<file path="src/rtl/rat_pkg.sv">
package rat_pkg;
    typedef enum logic {
        OS_EMPTY = 1'b0,
        OS_FULL  = 1'b1
    } ostate_e;

    localparam int NUM_SRC = 2;
endpackage

</file>
<file path="src/rtl/rat_table.sv">
module rat_table #(
    parameter int NARCH = 8,
    parameter int TAG_W = 4,
    localparam int AW = $clog2(NARCH)
) (
    input  logic                           clk,
    input  logic                           rst_n,
    input  logic                           flush,
    input  logic                           wr_en,
    input  logic [AW-1:0]                  wr_idx,
    input  logic [TAG_W-1:0]               wr_tag,
    input  logic                           rt_en,
    input  logic [AW-1:0]                  rt_idx,
    input  logic [TAG_W-1:0]               rt_tag,
    output logic [NARCH-1:0]               row_valid,
    output logic [NARCH-1:0][TAG_W-1:0]    row_tag
);
    for (genvar i = 0; i < NARCH; i++) begin : g_row
        logic hit_wr;
        logic hit_rt;
        assign hit_wr = wr_en && (wr_idx == AW'(i));
        assign hit_rt = rt_en && (rt_idx == AW'(i)) && (row_tag[i] == rt_tag);

        always_ff @(posedge clk) begin
            if (!rst_n) begin
                row_valid[i] <= 1'b0;
                row_tag[i]   <= '0;
            end else if (flush) begin
                row_valid[i] <= 1'b0;
            end else if (hit_wr) begin
                // newer writer beats a retire of the older one
                row_valid[i] <= 1'b1;
                row_tag[i]   <= wr_tag;
            end else if (hit_rt) begin
                row_valid[i] <= 1'b0;
            end
        end
    end
endmodule

</file>
<file path="src/rtl/rat_lookup.sv">
module rat_lookup #(
    parameter int NARCH = 8,
    parameter int TAG_W = 4,
    localparam int AW = $clog2(NARCH)
) (
    input  logic [AW-1:0]                  idx,
    input  logic [NARCH-1:0]               row_valid,
    input  logic [NARCH-1:0][TAG_W-1:0]    row_tag,
    input  logic                           rt_en,
    input  logic [AW-1:0]                  rt_idx,
    input  logic [TAG_W-1:0]               rt_tag,
    output logic                           pend,
    output logic [TAG_W-1:0]               tag
);
    logic retiring;

    always_comb begin
        retiring = rt_en && (rt_idx == idx) && (row_tag[idx] == rt_tag);
        pend     = row_valid[idx] && !retiring;
        tag      = pend ? row_tag[idx] : '0;
    end
endmodule

</file>
<file path="src/rtl/rat_renamer.sv">
module rat_renamer #(
    parameter int NARCH = 8,
    parameter int TAG_W = 4,
    localparam int AW = $clog2(NARCH)
) (
    input  logic             clk,
    input  logic             rst_n,
    input  logic             flush,
    input  logic             in_valid,
    output logic             in_ready,
    input  logic [AW-1:0]    in_src0,
    input  logic [AW-1:0]    in_src1,
    input  logic             in_dst_en,
    input  logic [AW-1:0]    in_dst,
    input  logic [TAG_W-1:0] in_tag,
    input  logic             ret_valid,
    input  logic [AW-1:0]    ret_dst,
    input  logic [TAG_W-1:0] ret_tag,
    output logic             out_valid,
    input  logic             out_ready,
    output logic             out_src0_pend,
    output logic [TAG_W-1:0] out_src0_tag,
    output logic             out_src1_pend,
    output logic [TAG_W-1:0] out_src1_tag,
    output logic [TAG_W-1:0] out_tag
);
    import rat_pkg::*;

    ostate_e state_q, state_d;

    logic [NARCH-1:0]             row_valid;
    logic [NARCH-1:0][TAG_W-1:0]  row_tag;
    logic [NUM_SRC-1:0][AW-1:0]   src_idx;
    logic [NUM_SRC-1:0]           lk_pend;
    logic [NUM_SRC-1:0][TAG_W-1:0] lk_tag;
    logic [NUM_SRC-1:0]           pend_q;
    logic [NUM_SRC-1:0][TAG_W-1:0] stag_q;
    logic [TAG_W-1:0]             tag_q;
    logic                         accept;

    assign src_idx = {in_src1, in_src0};

    rat_table #(.NARCH(NARCH), .TAG_W(TAG_W)) u_table (
        .clk       (clk),
        .rst_n     (rst_n),
        .flush     (flush),
        .wr_en     (accept && in_dst_en),
        .wr_idx    (in_dst),
        .wr_tag    (in_tag),
        .rt_en     (ret_valid),
        .rt_idx    (ret_dst),
        .rt_tag    (ret_tag),
        .row_valid (row_valid),
        .row_tag   (row_tag)
    );

    for (genvar s = 0; s < NUM_SRC; s++) begin : g_src
        rat_lookup #(.NARCH(NARCH), .TAG_W(TAG_W)) u_lookup (
            .idx       (src_idx[s]),
            .row_valid (row_valid),
            .row_tag   (row_tag),
            .rt_en     (ret_valid),
            .rt_idx    (ret_dst),
            .rt_tag    (ret_tag),
            .pend      (lk_pend[s]),
            .tag       (lk_tag[s])
        );
    end

    // next-state logic
    always_comb begin
        in_ready = !flush && ((state_q == OS_EMPTY) || out_ready);
        accept   = in_valid && in_ready;
        state_d  = state_q;
        unique case (state_q)
            OS_EMPTY: if (accept) state_d = OS_FULL;
            OS_FULL:  if (out_ready && !accept) state_d = OS_EMPTY;
        endcase
        if (flush) state_d = OS_EMPTY;
    end

    // state register
    always_ff @(posedge clk) begin
        if (!rst_n) state_q <= OS_EMPTY;
        else        state_q <= state_d;
    end

    // result register
    always_ff @(posedge clk) begin
        if (!rst_n) begin
            pend_q <= '0;
            stag_q <= '0;
            tag_q  <= '0;
        end else if (accept) begin
            pend_q <= lk_pend;
            stag_q <= lk_tag;
            tag_q  <= in_tag;
        end
    end

    // outputs
    always_comb begin
        out_valid     = (state_q == OS_FULL);
        out_src0_pend = pend_q[0];
        out_src0_tag  = stag_q[0];
        out_src1_pend = pend_q[1];
        out_src1_tag  = stag_q[1];
        out_tag       = tag_q;
    end
endmodule

</file>
<file path="config.mk">
export PLATFORM = sky130hd
export DESIGN_NAME = rat_renamer
export DESIGN_NICKNAME = d
export VERILOG_FILES = /design/src/rtl/rat_pkg.sv /design/src/rtl/rat_table.sv /design/src/rtl/rat_lookup.sv /design/src/rtl/rat_renamer.sv
export SDC_FILE = /design/constraint.sdc
export NUM_CORES = 1
export LEC_CHECK = 0
export BUFFER_PORTS_ARGS = -buffer_cell sky130_fd_sc_hd__buf_2
export CORE_ASPECT_RATIO = 1.4
export CORE_MARGIN = 1.5
export CORE_UTILIZATION = 45
export DETAILED_ROUTE_END_ITERATION = 6
export GPL_ROUTABILITY_DRIVEN = 0
export PLACE_DENSITY = 0.6
export SLEW_MARGIN = 20
export SYNTH_ARGS = -nofsm -noshare
export SYNTH_HDL_FRONTEND = slang
export SYNTH_HIERARCHICAL = 1
export SYNTH_SLANG_ARGS = --single-unit
</file>
<file path="constraint.sdc">
create_clock -name clk -period 2.25 [get_ports clk]
set_input_delay 0.1125 -clock clk [delete_from_list [all_inputs] [get_ports clk]]
set_output_delay 0.1125 -clock clk [all_outputs]
set_load 0.05 [all_outputs]
</file>
Word level (Yosys, flattened, before mapping)
Index checks and enable logic that the tools add are counted.

word-level totals
  RAM bits = 0
  bits in latches = 0
  logic and storage cells = 139
  memories = 0
  input bits = 27
  flip-flop bits (word level) = 55
  ROM bits = 0
  output and inout bits = 16

operators by class
  multiplexer cells = 29
  multipliers = 0
  reduce and logical (&&, ||, !) cells = 58
  equal/unequal tests = 26
  add/subtract/negate cells = 0
  shifts and indexed selects = 0
  $lt $le $gt $ge = 2
  bitwise gates (word level) = 3
  div/mod/pow operators = 0

operators with widths
  kind                                                        number
  equality test 4 bit                                         10
  logical AND 1 bit                                           34
  binary-select mux 4 bit (select 3 bit)                      2
  equality test 3 bit, second input constant                  8
  two-way mux 1 bit                                           20
  two-way mux 4 bit                                           4
  AND reduction 2 bit                                         8
  nonzero test 2 bit                                          8
  equality test 3 x 2 -> 1 bit, second input constant         4
  less-than comparator 3 x 4 -> 1 bit, second input constant  2
  binary-select mux 1 bit (select 3 bit)                      2
  equality test 3 x 1 -> 1 bit, second input constant         2
  equality test 3 bit                                         2
  logical NOT 3 bit                                           2
  logical NOT 1 bit                                           4
  NOT 1 bit                                                   3
  case mux 1 bit (2 select lines)                             1
  OR reduction 2 bit                                          1
  logical OR 1 bit                                            1

Logic depth before layout (Yosys ltp)
  word-level depth = 8
  depth in mapped cells = 10
  mapped depth without buffers = 7

By module
Netlist, hierarchy kept.

by module, submodules not included
  module       sequential area each (µm²)  cells an instance  times used  area an instance (µm²)
  rat_table    800.8                       246                1           2120.8
  rat_lookup   0.0                         57                 2           519.2
  rat_renamer  300.3                       68                 1           638.1

Worst setup path before layout
OpenSTA, ideal clock, no wires.

  kind = reg-to-reg
  start point = register state_q, in the netlist out_valid
  end point = register u_table/row_tag[12] in the netlist's numbering
  cell stages (with the launch flop) = 10
  path buffers = 3
  data arrival time = 2043 ps
  setup slack = 74 ps
  data required time = 2118 ps
  setup time = 132 ps
  period minus slack after synthesis = 2176 ps
  cells stage by stage = dfxtp_1 > nor2b_4 > nor3b_2 > buf_6 > buf_12 > and2_1 > or3b_4 > clkbuf_2 > o21ai_0 > a21oi_1

between the ends
  word-level cells in the longest chain between the ends = 7

RTL lines
  what                            line               source
  start: declaration              rat_renamer.sv:29  ostate_e state_q, state_d;
  start signal: assignment        rat_renamer.sv:85  else state_q <= state_d;
  NOT 1 bit                       n/a
  logical OR 1 bit                rat_renamer.sv:72  in_ready = !flush && ((state_q == OS_EMPTY) || out_ready);
  logical AND 1 bit               rat_renamer.sv:72
  logical AND 1 bit               rat_renamer.sv:73  accept = in_valid && in_ready;
  logical AND 1 bit               rat_renamer.sv:47  .wr_en (accept && in_dst_en),
  logical AND 1 bit               rat_table.sv:21    assign hit_wr = wr_en && (wr_idx == AW'(i));
  AND reduction 2 bit (no line)   n/a
  end signal: indexed assignment  rat_table.sv:33    row_tag[i] <= wr_tag;
  end: declaration                rat_table.sv:16    output logic [NARCH-1:0][TAG_W-1:0] row_tag

No other way between the ends.
A chain may end at the register's enable or synchronous reset.

==> Implementation_results.wiki <==
{| class="wikitable"
! Metric !! Value
|-
| Outcome || completed
|-
| Slew Limit Headroom || 56.7%
|-
| Arithmetic-cell share of the synthesized area counting full adders, half adders and majority gates || 0%
|-
| Antenna violations before repair || 0
|-
| R2R Path End || out_src0_tag[3]
|-
| Final worst clock skew || 0.00569 ns
|-
| Startpoint Class || flip-flop
|-
| Combinational share of power || 15.7%
|-
| Synthesized area || 3800 sq um
|-
| # clock sinks || 55
|-
| Pre-CTS worst setup slack || 0.0422 ns
|-
| CP Max Fanout || 5
|-
| Antenna cell count || 0
|-
| Initial core utilization || 46.3%
|-
| Slew of the pin with the lowest slew margin || 0.648 ns
|-
| Number of buffers on the longest clock path || 2
|-
| Overflow left after global routing || 0
|-
| Number of routed nets with antenna violations || 0
|-
| Post-synthesis async set-or-reset flop share || 0%
|-
| Number of design-rule violations left by the first detailed-router iteration || 301
|-
| Number of synthesized register bits || 55
|-
| Complex-gate fraction of the synthesized area || 16.0%
|-
| Horizontal die dimension || 80.6 microns
|-
| Synthesized instance count || 428
|-
| Multiplexer area fraction after synthesis || 17.5%
|-
| Worst flop-to-flop path startpoint || u_table/row_tag[8]
|-
| Clock-pin transition on the worst setup and hold timing paths || 0.08 ns
|-
| Number of buffers inserted by port buffering || 42
|-
| Number of flops mapped to enable cells by yosys || 0
|-
| Final net count || 484
|-
| Wire length of the first global-routing pass || 17500 microns
|-
| I/O pin count || 43
|-
| Layout area overhead || 12.2%
|-
| DRC violation count after routing || 0
|-
| Xor and xnor fraction of the mapped netlist area || 9.23%
|-
| Final cycle utilization of the critical path || 96.8%
|-
| Number of setup buffers added after CTS || 0
|-
| Clock period minus worst slack || 2.18 ns
|-
| Achievable frequency || 459 MHz
|-
| Synthesized netlist net count || 455
|-
| Areal power density over the cells || 533 nW/um^2
|-
| Net Sw Frac || 26.7%
|-
| Number of vias in the routed layout || 3480
|-
| Count of hold-fix buffers inserted at cts || 0
|-
| Share of layout cells above drive strength 1 || 23.1%
|-
| Part of the Yosys area used for sequential elements || 29.0%
|-
| Wire length per cell || 20.2 microns
|-
| Row Count || 39
|-
| GRT Resource Usage Total || 25.3%
|-
| Post-Synth Simple-Gate Area || 22.1%
|-
| Minimum setup slack among reg-to-reg paths || 0.07 ns
|-
| Area inside the core boundary || 8200 sq um
|-
| Length in cells of the worst reg-to-reg path || 7
|-
| Leakage Power || 0.00154 uW
|-
| Number of H-tree levels || 2
|-
| Smallest setup slack after layout || 0.0729 ns
|-
| Vias in the first global route || 3371
|-
| Net load switching power || 606 uW
|-
| CTS root buf || sky130_fd_sc_hd__clkbuf_16
|-
| Combinational family with the most area after synthesis || simple AND/OR/NAND/NOR gates
|-
| Post-cts gate resize count || 0
|-
| Critical Path Source || u_table/row_tag[8]
|-
| Data required, critical path || 2.42 ns
|-
| HPWL after detailed placement || 8540 microns
|-
| Fraction of power consumed by the clock network || 41.0%
|-
| Die area || 9010 sq um
|-
| Final-layout fill cell count || 812
|-
| Arrival time at the worst endpoint || 2.35 ns
|-
| Die H || 112 microns
|-
| Syn Area/Cell || 8.87 sq um
|-
| # Max-Cap Violations || 0
|-
| Pins Over Slew Limit || 0
|-
| # setup viols final || 0
|-
| Endpoint class of the critical path || flip-flop
|-
| Number of vias per cell || 6.21
|-
| Total power consumption of the routed design || 2270 uW
|-
| Clock tree from TritonCTS || yes
|-
| Clock latency reported for the late side of the worst-skew pair || 0.29 ns
|-
| Max IR drop VDD || 0.280 mV
|-
| Number of hold violations in the final report || 0
|-
| Unique cell type count in the Yosys netlist || 55
|-
| Number of detailed-routing iterations run before antenna repair || 5
|-
| Sequential share of power || 43.3%
|-
| Number of buffers created by CTS || 5
|-
| Critical path start-end classification || reg2reg
|-
| Yosys synthesis warning count || 6
|-
| Internal power contribution || 1670 uW
|-
| Type of the tightest min-delay check || in2reg
|-
| Routed wire length || 11300 microns
|-
| Largest net degree at the start of global routing || 34
|-
| Predominant post-synthesis flop cell || sky130_fd_sc_hd__dfxtp_1
|-
| End point of the critical path || out_src0_tag[3]
|}
==> cells in the mapped netlist (all sizes together) (7+ instances only) <==
cell    instances  area share, %
clkbuf         10            1.2
xnor2          29            6.7
nor3           12            1.6
a21oi          40            5.3
nor2b           8            1.5
mux2           12            3.6
buf            27            4.7
dfxtp          55             29
xor2           11            2.5
mux2i          28            7.4
o21ai          39            5.1
nand3          32            4.2
nor3b           7            1.8
mux4           10            6.5
a41oi           7            1.6
nand2          35            3.5
==> routing by layer <==
| layer | routed length [microns] | track usage (%) | part of all wire, % | up-vias |
|---|---|---|---|---|
| li1 | - | - | - | 1627 |
| met1 | 4390 | 28.3 | 39 | 1684 |
| met2 | 5910 | 47.1 | 52 | 133 |
| met3 | 476 | 2.79 | 4.2 | 36 |
| met5 | 0 | 0 | 0 | - |
| met4 | 524 | 10.3 | 4.6 | 0 |
==> cells by family after synthesis <==
family	after synthesis
multiplexers	50
flip-flops	55
XOR/XNOR	40
AO/OA/AOI/OAI	103
buffers and inverters	40
AND/OR/NAND/NOR	140
==> through the flow <==
stage               setup TNS (ns)  cells  util (%)  hold WS (ns)  instance area, sq um
global placement                 0    552      49.3         0.412                  4040
floorplan                        0    428         -         0.181                  3800
CTS                              0    560      51.5         0.124                  4220
global route               -0.0245    560      52.0         0.136                  4260
finish                           0    560      52.0         0.123                  4260
detailed placement               0    552      49.3         0.433                  4040
==> placed cells by master, fill, tap and decap left out, types with 4 or more instances in the layout <==
master and count:
sky130_fd_sc_hd__dfxtp_1 49, sky130_fd_sc_hd__buf_2 42, sky130_fd_sc_hd__a21oi_1 38, sky130_fd_sc_hd__o21ai_0 38, sky130_fd_sc_hd__nand2_1 35, sky130_fd_sc_hd__nand3_1 32, sky130_fd_sc_hd__xnor2_1 29, sky130_fd_sc_hd__mux2i_1 28
sky130_fd_sc_hd__buf_4 17, sky130_fd_sc_hd__nor3_1 11, sky130_fd_sc_hd__xor2_1 11, sky130_fd_sc_hd__mux4_2 8, sky130_fd_sc_hd__nor2b_1 7, sky130_fd_sc_hd__a41oi_1 7, sky130_fd_sc_hd__mux2_1 6, sky130_fd_sc_hd__nand2b_1 6
sky130_fd_sc_hd__nor2_1 5, sky130_fd_sc_hd__nor3b_1 5, sky130_fd_sc_hd__clkbuf_16 5, sky130_fd_sc_hd__dfxtp_2 5, sky130_fd_sc_hd__nor4_1 4, sky130_fd_sc_hd__o31a_1 4, sky130_fd_sc_hd__mux2_2 4
==> power groups by stage <==
stage          Combinational [uW]  Clock, uW  Sequential, uW
5_1_grt                       379        991             985
3_3_place_gp                  341          0            1010
2_1_floorplan                 224          0            1020
6_report                      356        931             984
4_1_cts                       346        954             985
3_5_place_dp                  345          0            1010
==> state kept, by name, summed over array words and instances (netlist names) <==
register / flops
pend_q: 2
out_src1_tag: 4
u_table/row_valid: 8
u_table/row_tag: 32
out_src0_tag: 4
out_tag: 4
out_valid: 1
==> layout make-up <==
type                       instances  area, sq um  share of cell area (%)
tap                              102          128                    3.00
timing repair buffer              59          338                    7.93
clock inverter                     2         38.8                   0.911
multi-input combinational        333         2490                    58.5
sequential                        55         1110                    26.1
inverter                           3         11.3                   0.264
clock buffer                       6          139                    3.26
==> critical path, cell delays in order, from the launching register on <==
cell and delay (ns):
sky130_fd_sc_hd__dfxtp_4 0.37, sky130_fd_sc_hd__mux4_2 0.45, sky130_fd_sc_hd__mux2_4 0.29, sky130_fd_sc_hd__or3_4 0.34, sky130_fd_sc_hd__a211oi_4 0.35, sky130_fd_sc_hd__a21oi_2 0.10
sky130_fd_sc_hd__nand2_1 0.09, sky130_fd_sc_hd__mux2i_1 0.07
==> worst min-delay path by stage <==
stage | start | to | slack [ns] | cells after the start
final | in_valid | out_valid | 0.12 | 3
after global routing | in_valid | out_valid | 0.14 | 3
after CTS | in_valid | out_valid | 0.12 | 3
after detailed placement | in_valid | out_valid | 0.43 | 3
after global placement | in_valid | out_valid | 0.41 | 3
after floorplan | flush | u_table/row_valid[5] | 0.18 | 1
Note: power is estimated with default switching activity, not from simulation.
